==> config.mk <==
export PLATFORM = sky130hd
export DESIGN_NAME = sdac_frontend
export DESIGN_NICKNAME = d
export VERILOG_FILES = /design/src/rtl/sdac_pkg.sv /design/src/rtl/sdac_sync.sv /design/src/rtl/sdac_frame.sv /design/src/rtl/sdac_latch.sv /design/src/rtl/sdac_frontend.sv
export SDC_FILE = /design/constraint.sdc
export NUM_CORES = 1
export LEC_CHECK = 0
export ABC_CLOCK_PERIOD_IN_PS = 4800
export BUFFER_PORTS_ARGS = -buffer_cell sky130_fd_sc_hd__buf_2
export CORE_UTILIZATION = 25
export DETAILED_ROUTE_END_ITERATION = 10
export GPL_ROUTABILITY_DRIVEN = 0
export PLACE_DENSITY_LB_ADDON = 0.2
export SYNTH_ARGS = -nofsm -noshare
export SYNTH_HDL_FRONTEND = slang
export SYNTH_HIERARCHICAL = 1
export SYNTH_SLANG_ARGS = --single-unit
export TNS_END_PERCENT = 1
==> constraint.sdc <==
create_clock -name clk -period 4.8 [get_ports clk]
set_input_delay 0.24 -clock clk [delete_from_list [all_inputs] [get_ports clk]]
set_output_delay 0.24 -clock clk [all_outputs]
set_load 0.02 [all_outputs]
==> src/rtl/sdac_pkg.sv <==
package sdac_pkg;
  // Default geometry of a serial word and the code it carries.
  localparam int WORD_W_DEF = 16;
  localparam int CODE_W_DEF = 12;
  localparam int SYNC_DEF   = 2;

  // Control flags pulled from the upper nibble of a word.
  typedef struct packed {
    logic fast;
    logic pdown;
  } sdac_ctrl_t;
endpackage

==> src/rtl/sdac_sync.sv <==
module sdac_sync #(
  parameter int          N       = 4,
  parameter int          STAGES  = 2,
  parameter logic [N-1:0] RST_VAL = '0
) (
  input  logic         clk,
  input  logic         rst,
  input  logic [N-1:0] d,
  output logic [N-1:0] q
);
  logic [STAGES-1:0][N-1:0] stg;

  always_ff @(posedge clk) begin
    if (rst) begin
      stg <= {STAGES{RST_VAL}};
    end else begin
      stg[0] <= d;
      for (int s = 1; s < STAGES; s++) stg[s] <= stg[s-1];
    end
  end

  assign q = stg[STAGES-1];
endmodule

==> src/rtl/sdac_frame.sv <==
module sdac_frame #(
  parameter int WORD_W = 16
) (
  input  logic              clk,
  input  logic              rst,
  input  logic              cs_n_s,
  input  logic              fs_s,
  input  logic              sclk_s,
  input  logic              din_s,
  output logic              commit,
  output logic [WORD_W-1:0] word
);
  localparam int CNT_W = $clog2(WORD_W + 1);
  localparam logic [CNT_W-1:0] FULL = CNT_W'(WORD_W);

  logic              sclk_q, fs_q;
  logic              active;
  logic [CNT_W-1:0]  cnt;
  logic [WORD_W-1:0] shreg;

  logic sel, sclk_fall, sclk_rise, fs_fall, fs_rise;
  logic take_bit, end_full, end_early;
  logic [WORD_W-1:0] sh_next;

  always_comb begin
    sel       = ~cs_n_s;
    sclk_fall = sclk_q & ~sclk_s;
    sclk_rise = ~sclk_q & sclk_s;
    fs_fall   = fs_q & ~fs_s;
    fs_rise   = ~fs_q & fs_s;
    take_bit  = sel & active & ~fs_fall & sclk_fall & (cnt < FULL);
    sh_next   = take_bit ? {shreg[WORD_W-2:0], din_s} : shreg;
    end_full  = sel & active & ~fs_fall & (cnt == FULL) & sclk_rise;
    end_early = sel & active & ~fs_fall & fs_rise;
    commit    = end_full | end_early;
    word      = sh_next;
  end

  always_ff @(posedge clk) begin
    if (rst) begin
      sclk_q <= 1'b1;
      fs_q   <= 1'b1;
      active <= 1'b0;
      cnt    <= '0;
      shreg  <= '0;
    end else begin
      sclk_q <= sclk_s;
      fs_q   <= fs_s;
      if (!sel) begin
        active <= 1'b0;
        cnt    <= '0;
      end else if (fs_fall) begin
        active <= 1'b1;
        cnt    <= '0;
        shreg  <= '0;
      end else if (active) begin
        shreg <= sh_next;
        if (take_bit) cnt <= cnt + 1'b1;
        if (commit) active <= 1'b0;
      end
    end
  end

  // a deselected interface leaves no frame open
  a_r2_deselect_closes: assert property (@(posedge clk) disable iff (rst)
    cs_n_s |=> !active);
  // frame start clears the count
  a_r3_frame_open: assert property (@(posedge clk) disable iff (rst)
    (!cs_n_s && fs_q && !fs_s) |=> (active && cnt == '0 && shreg == '0));
  // a full register ignores further falling edges
  a_r8_full_frozen: assert property (@(posedge clk) disable iff (rst)
    (cnt == FULL && sclk_q && !sclk_s && !(fs_q && !fs_s)) |=> $stable(shreg));
  // never more than one word's worth of bits
  a_r6_count_bound: assert property (@(posedge clk) disable iff (rst)
    cnt <= FULL);
endmodule

==> src/rtl/sdac_latch.sv <==
module sdac_latch
  import sdac_pkg::*;
#(
  parameter int WORD_W = 16,
  parameter int CODE_W = 12
) (
  input  logic              clk,
  input  logic              rst,
  input  logic              commit,
  input  logic [WORD_W-1:0] word,
  output logic [CODE_W-1:0] code,
  output sdac_ctrl_t        ctrl,
  output logic              update
);
  localparam int SPEED_POS = WORD_W - 2;
  localparam int PD_POS    = WORD_W - 3;

  always_ff @(posedge clk) begin
    if (rst) begin
      code   <= '0;
      ctrl   <= '0;
      update <= 1'b0;
    end else begin
      update <= commit;
      if (commit) begin
        code       <= word[CODE_W-1:0];
        ctrl.fast  <= word[SPEED_POS];
        ctrl.pdown <= word[PD_POS];
      end
    end
  end

  // outputs hold without a load
  a_r9_hold_code: assert property (@(posedge clk) disable iff (rst)
    !commit |=> ($stable(code) && $stable(ctrl)));
  // the strobe lasts a single cycle
  a_r6_single_pulse: assert property (@(posedge clk) disable iff (rst)
    update |=> !update);
endmodule

==> src/rtl/sdac_frontend.sv <==
module sdac_frontend
  import sdac_pkg::*;
#(
  parameter int WORD_W = WORD_W_DEF,
  parameter int CODE_W = CODE_W_DEF,
  parameter int SYNC_N = SYNC_DEF
) (
  input  logic              clk,
  input  logic              rst,
  input  logic              cs_n,
  input  logic              fs,
  input  logic              sclk,
  input  logic              din,
  output logic [CODE_W-1:0] dac_code,
  output logic              fast_mode,
  output logic              power_down,
  output logic              update
);
  logic [3:0]        pins_s;
  logic              commit;
  logic [WORD_W-1:0] word;
  sdac_ctrl_t        ctrl;

  // Idle levels: select, frame sync and clock high, data low.
  sdac_sync #(.N(4), .STAGES(SYNC_N), .RST_VAL(4'b1110)) u_sync (
    .clk (clk),
    .rst (rst),
    .d   ({cs_n, fs, sclk, din}),
    .q   (pins_s)
  );

  sdac_frame #(.WORD_W(WORD_W)) u_frame (
    .clk    (clk),
    .rst    (rst),
    .cs_n_s (pins_s[3]),
    .fs_s   (pins_s[2]),
    .sclk_s (pins_s[1]),
    .din_s  (pins_s[0]),
    .commit (commit),
    .word   (word)
  );

  sdac_latch #(.WORD_W(WORD_W), .CODE_W(CODE_W)) u_latch (
    .clk    (clk),
    .rst    (rst),
    .commit (commit),
    .word   (word),
    .code   (dac_code),
    .ctrl   (ctrl),
    .update (update)
  );

  assign fast_mode  = ctrl.fast;
  assign power_down = ctrl.pdown;
endmodule

==> results of run 1 <==
[per-stage QoR]
step	hold WS (ns)	std cells	power (W)
6_report	0.1044	317	0.0006505
5_1_grt	0.1098	317	0.0006843
4_1_cts	0.09554	317	0.0006654
3_5_place_dp	0.3920	309	0.0004136
3_3_place_gp	0.3905	309	0.0004135
2_1_floorplan	0.3116	203	0.0004100
[worst max-delay path by stage]
stage	from	to	slack [ns]
after global routing	u_frame/cnt[2]	u_latch/ctrl[1]	2.39
after global placement	u_frame/cnt[2]	u_latch/code[6]	2.66
final	u_frame/cnt[2]	u_latch/code[0]	2.67
after CTS	u_frame/cnt[2]	u_latch/ctrl[0]	2.63
after detailed placement	u_frame/cnt[2]	u_latch/code[4]	2.65
after floorplan	u_frame/cnt[2]	u_latch/code[6]	3.11
[layout make-up]
class,instances,share of cell area
clock buffer,5,0.03100
clock inverter,3,0.01071
inverter,21,0.03551
multi-input combinational,119,0.4019
sequential,46,0.4149
tap,102,0.05750
timing repair buffer,21,0.04848
[registers in the layout (all words and copies together), names as in the netlist]
signal / cells
u_frame/shreg: 15
u_frame/fs_q: 1
u_frame/sclk_q: 1
u_sync/q: 4
u_latch/ctrl: 2
u_sync/stg: 4
u_latch/update: 1
u_frame/cnt: 5
u_latch/code: 12
u_frame/active: 1
[worst max-delay path, cell delays in order, from the launching register on]
cell and delay (ns):
dfxtp_1 0.35, nor4b_1 0.47, o211ai_1 0.18, a211oi_2 0.40
buf_4 0.33, mux2i_1 0.21, nor2_1 0.05
[routing by layer]
layer  vias up  GRT usage
met4         0    0.05952
met3         4    0.02488
met5         -          0
met1       643     0.1505
li1        716          -
met2        23     0.1466
[power breakdown]
group / total (W) / switching (W) / internal (W)
Sequential: 0.000387 / 0.00000230 / 0.000385
Combinational: 0.0000171 / 0.0000108 / 0.00000632
Clock: 0.000246 / 0.000142 / 0.000104
Total: 0.000650 / 0.000155 / 0.000495
==> impl_metrics.csv, run 1 <==
group,metric,value,unit
cts,clock_latency,0.30,ns
placement,io_buffers,20,
min_path,holdPathStages,2,
global_route,grt_pass1_vias,1383,
global_route,overflow,0,
cts,cts.reportedPaths.clkPinSlew,0.09,ns
worst_setup_path,worstSetupPathType,"reg -> reg",
outcome,status,"finished, final reports clean",
floorplanning,start_util,0.2589,
worst_setup_path,arrival,2.30,ns
timing,tns,0,ns
route,via_per_inst,4.372,
route,met1Wirelength,2074,um
floorplanning,die_x,91.68,um
worst_setup_path,r2r_slack,2.67,ns
worst_setup_path,crit_path_start_kind,"flop",
global_route,grt_max_degree,57,
yosys,syn_area,0.002011,mm^2
final_layout,fill_cells,869,
cts,clkSinkCount,46,
worst_setup_path,worstPathMaxFanout,13,
timing,rsz0062_at_grt,"false",
final_layout,nets,222,
timing,hold_violations,0,
placement,hpwl,2496,um
cts,cts_made_buffers,5,
route,wl_per_cell,12.23,um
placement,placed_area,0.002127,mm^2
floorplanning,die_y,91.68,um
flow_run,drv_cap,0,
final_layout,mostFrequentLayoutCells,"dfxtp_1, mux2i_1, buf_2, inv_1, nand2b_1",
worst_setup_path,r2r_end,"u_latch/code[0]",
global_route,antenna_found_initial,0,
route,routed_wirelength,3878,um
final_layout,area_growth,10.39,%
worst_setup_path,ff2ff_path_depth,6,
timing,relSlewSlack,0.4296,
route,drtPass1Iterations,4,
cts,hold_buffers,0,
cts,clockBufferDepth,2,
route,drcViolationCount,0,
timing,slew_violations,0,
cts,htreeDepth,2,
min_path,hold_start,"sclk",
cts,cts-root-buf,"clkbuf_8",
timing,setup_viol,0,
yosys,netlist_instances,203,
cts,tritoncts,"yes",
final_layout,postLayoutCoreUtil,0.2858,
min_path,min_to,"u_sync/stg[1]",
yosys,yosysWarnings,6,
timing,period_needed,2.134,ns
final_layout,num_antenna_cells,0,
min_path,min_path_type,"in -> reg",
route,wl_met2,1593,um
yosys,syn_nets,211,
timing,layout_setup_ws,2.666,ns
route,route.vias.total,1386,
floorplanning,die_area,0.008405,mm^2
floorplanning,io_pins,21,
final_layout,seq_area,920.9,um^2
pwr,leakagePower,0.8146,nW
final_layout,drive_gt1_frac,0.1628,
worst_setup_path,cp_data_required_time,4.96,ns
timing,finalCritPeriodShare,0.4447,
worst_setup_path,cp-end-kind,"flop",
timing,skew,0.01291,ns
yosys,syn_area_per_cell,9.905,um^2
final_layout,final_common_cell,"dfxtp_1",
pwr,ir_drop,0.08503,mV
global_route,track_usage,0.1064,
worst_setup_path,reg2reg_from,"u_frame/cnt[2]",
route,drt_iter0_drc,63,
route,dr.max_layer_used,"met4",
placement,place_ws,2.651,ns
floorplanning,coreArea,0.007767,mm^2
cts,cts_resized,0,
floorplanning,fp-row-count,32,
final_layout,multi_input_area,892.1,um^2
pwr,p_per_area,293.1,mW/mm^2
final_layout,stdcell_area,0.002220,mm^2
timing,max_freq,468.5,MHz
timing,tightest_slew,0.8556,ns
cts,post_cts_buffers,0,
route,wl_met3,133,um
global_route,grt_pass1_wl,6975,um
route,antenna_left,0,
Note: power is estimated with default switching activity, not from simulation.
==> run 2: changes to the inputs <==
Settings changed: ABC_CLOCK_PERIOD_IN_PS 4800 to 2100.
Clock period 4.8 ns to 2.1 ns, I/O delays scaled along.
==> run 2 against run 1 <==
Final cell count is 2.5% higher; via count is 3.5% higher; total power is 130% higher; non-clock buffer count is 8 higher; hold slack worse by 0.083 ns; combinational power grew to 2.9 times the previous value; setup slack worse by 2.5 ns; core utilization is 1.0 points higher; first-iteration DRC count is 29% lower; clock power is 130% higher; highest routed layer unchanged.
==> impl_metrics.csv, run 2 (synthesis gave the netlist of run 1 again) <==
group,metric,value,unit
outcome,status,"finished, final reports clean",
floorplanning,die_y,91.68,um
worst_setup_path,slowest_delay,0.50,ns
final_layout,drive_gt1_frac,0.1749,
timing,tightest_slew,0.5223,ns
timing,hold_slack,0.02121,ns
cts,cts.reportedPaths.clkPinSlew,0.09,ns
route,antenna_left,0,
route,via_per_inst,4.415,
pwr,p_per_area,649.6,mW/mm^2
timing,max_freq,514.2,MHz
route,routed_wirelength,4078,um
route,drcViolationCount,0,
worst_setup_path,slowest_stage,"nor4b_1",
global_route,grt_pass1_vias,1357,
cts,tritoncts,"yes",
floorplanning,io_pins,21,
floorplanning,start_util,0.2589,
final_layout,fin_cells,325,
final_layout,nets,230,
flow_run,drv_cap,0,
floorplanning,coreArea,0.007767,mm^2
timing,rsz0062_at_grt,"false",
timing,period_needed,1.945,ns
placement,io_buffers,20,
final_layout,fill_cells,842,
floorplanning,die_area,0.008405,mm^2
final_layout,largestRegisters,"u_frame/shreg: 15 flops, u_latch/code: 12 flops, u_frame/cnt: 5 flops",
final_layout,num_antenna_cells,0,
worst_setup_path,arrival,2.12,ns
global_route,overflow,0,
worst_setup_path,cp-end-kind,"flop",
global_route,grt_max_degree,42,
cts,hold_buffers,3,
min_path,min_path_type,"in -> reg",
placement,dp.cells,314,
final_layout,mostFrequentLayoutCells,"dfxtp_1, mux2i_1, buf_2, inv_1, nand2b_1",
floorplanning,die_x,91.68,um
final_layout,area_growth,14.31,%
worst_setup_path,path_cells,"nor4b_1 > o211ai_1 > a211oi_2 > buf_12 > mux2i_1 > nor2_1",
route,wl_per_cell,12.55,um
final_layout,stdcell_area,0.002298,mm^2
pwr,power,0.001493,W
timing,slew_violations,0,
cts,clock_latency,0.30,ns
final_layout,final_common_cell,"dfxtp_1",
timing,hold_violations,0,
cts,cts_made_buffers,5,
cts,htreeDepth,2,
worst_setup_path,crit_path_start_kind,"flop",
timing,tns,0,ns
placement,placed_area,0.002177,mm^2
route,drtPass1Iterations,4,
timing,setup_viol,0,
cts,post_cts_buffers,0,
placement,hpwl,2655,um
worst_setup_path,cp_data_required_time,2.27,ns
global_route,grt_pass1_wl,6934,um
timing,relSlewSlack,0.6505,
pwr,leakagePower,0.8603,nW
route,route.vias.total,1435,
cts,cts-root-buf,"clkbuf_8",
pwr,ir_drop,0.3864,mV
route,drt_iter0_drc,45,
cts,clockBufferDepth,2,
floorplanning,fp-row-count,32,
global_route,antenna_found_initial,0,
final_layout,regMostFlops,"u_frame/shreg",
cts,clkSinkCount,46,
timing,skew,0.01219,ns
global_route,track_usage,0.1058,
timing,finalCritPeriodShare,0.9260,
final_layout,largest_reg_flops,15,
worst_setup_path,worstSetupPathType,"reg -> reg",
worst_setup_path,worstPathMaxFanout,15,
cts,cts_resized,0,
run 2: path summary, 6_finish.rpt:
kind         slack, ns               to            from  cells after the start
max               0.16  u_latch/code[1]  u_frame/cnt[2]                      6
min               0.02    u_sync/stg[0]             din                      2
max reg2reg       0.16  u_latch/code[1]  u_frame/cnt[2]                      6
min reg2reg       0.41      u_sync/q[1]   u_sync/stg[1]                      1
run 2: cell type report:
| type | instances | area [um^2] | share of cell area |
|---|---|---|---|
| multi-input cells | 119 | 892.1 | 0.3881 |
| inverters | 21 | 78.83 | 0.03430 |
| clock inverters | 1 | 5.005 | 0.002177 |
| repair buffers | 29 | 187.7 | 0.08166 |
| well taps | 102 | 127.6 | 0.05553 |
| clock buffers | 7 | 86.33 | 0.03756 |
| flip-flops and latches | 46 | 920.9 | 0.4007 |
run 2: power breakdown:
part	switching (W)	internal (W)
combinational	0.0000289	0.0000212
sequential	0.00000383	0.000880
clock	0.000293	0.000266
run 2: critical path, delay by kind of cell, from the launching register on:
family / cells / cell delay (ns)
simple gates: 2 / 0.55
compound gates: 2 / 0.50
flops: 1 / 0.35
mux: 1 / 0.21
buf+inv: 1 / 0.20
run 2: per-stage QoR:
step	worst slack, ns	utilization
after floorplan	0.4100	-
after global placement	0.3219	0.2803
after detailed placement	0.2658	0.2803
after CTS	0.1516	0.2959
after global routing	0.02700	0.2959
final	0.1553	0.2959
run 2: layer usage:
layer,GRT usage,up-vias,share of wire
li1,-,730,-
met3,0.02819,2,0.038
met5,0,-,0
met4,0.03571,0,0.0088
met1,0.1467,680,0.51
met2,0.1579,23,0.44
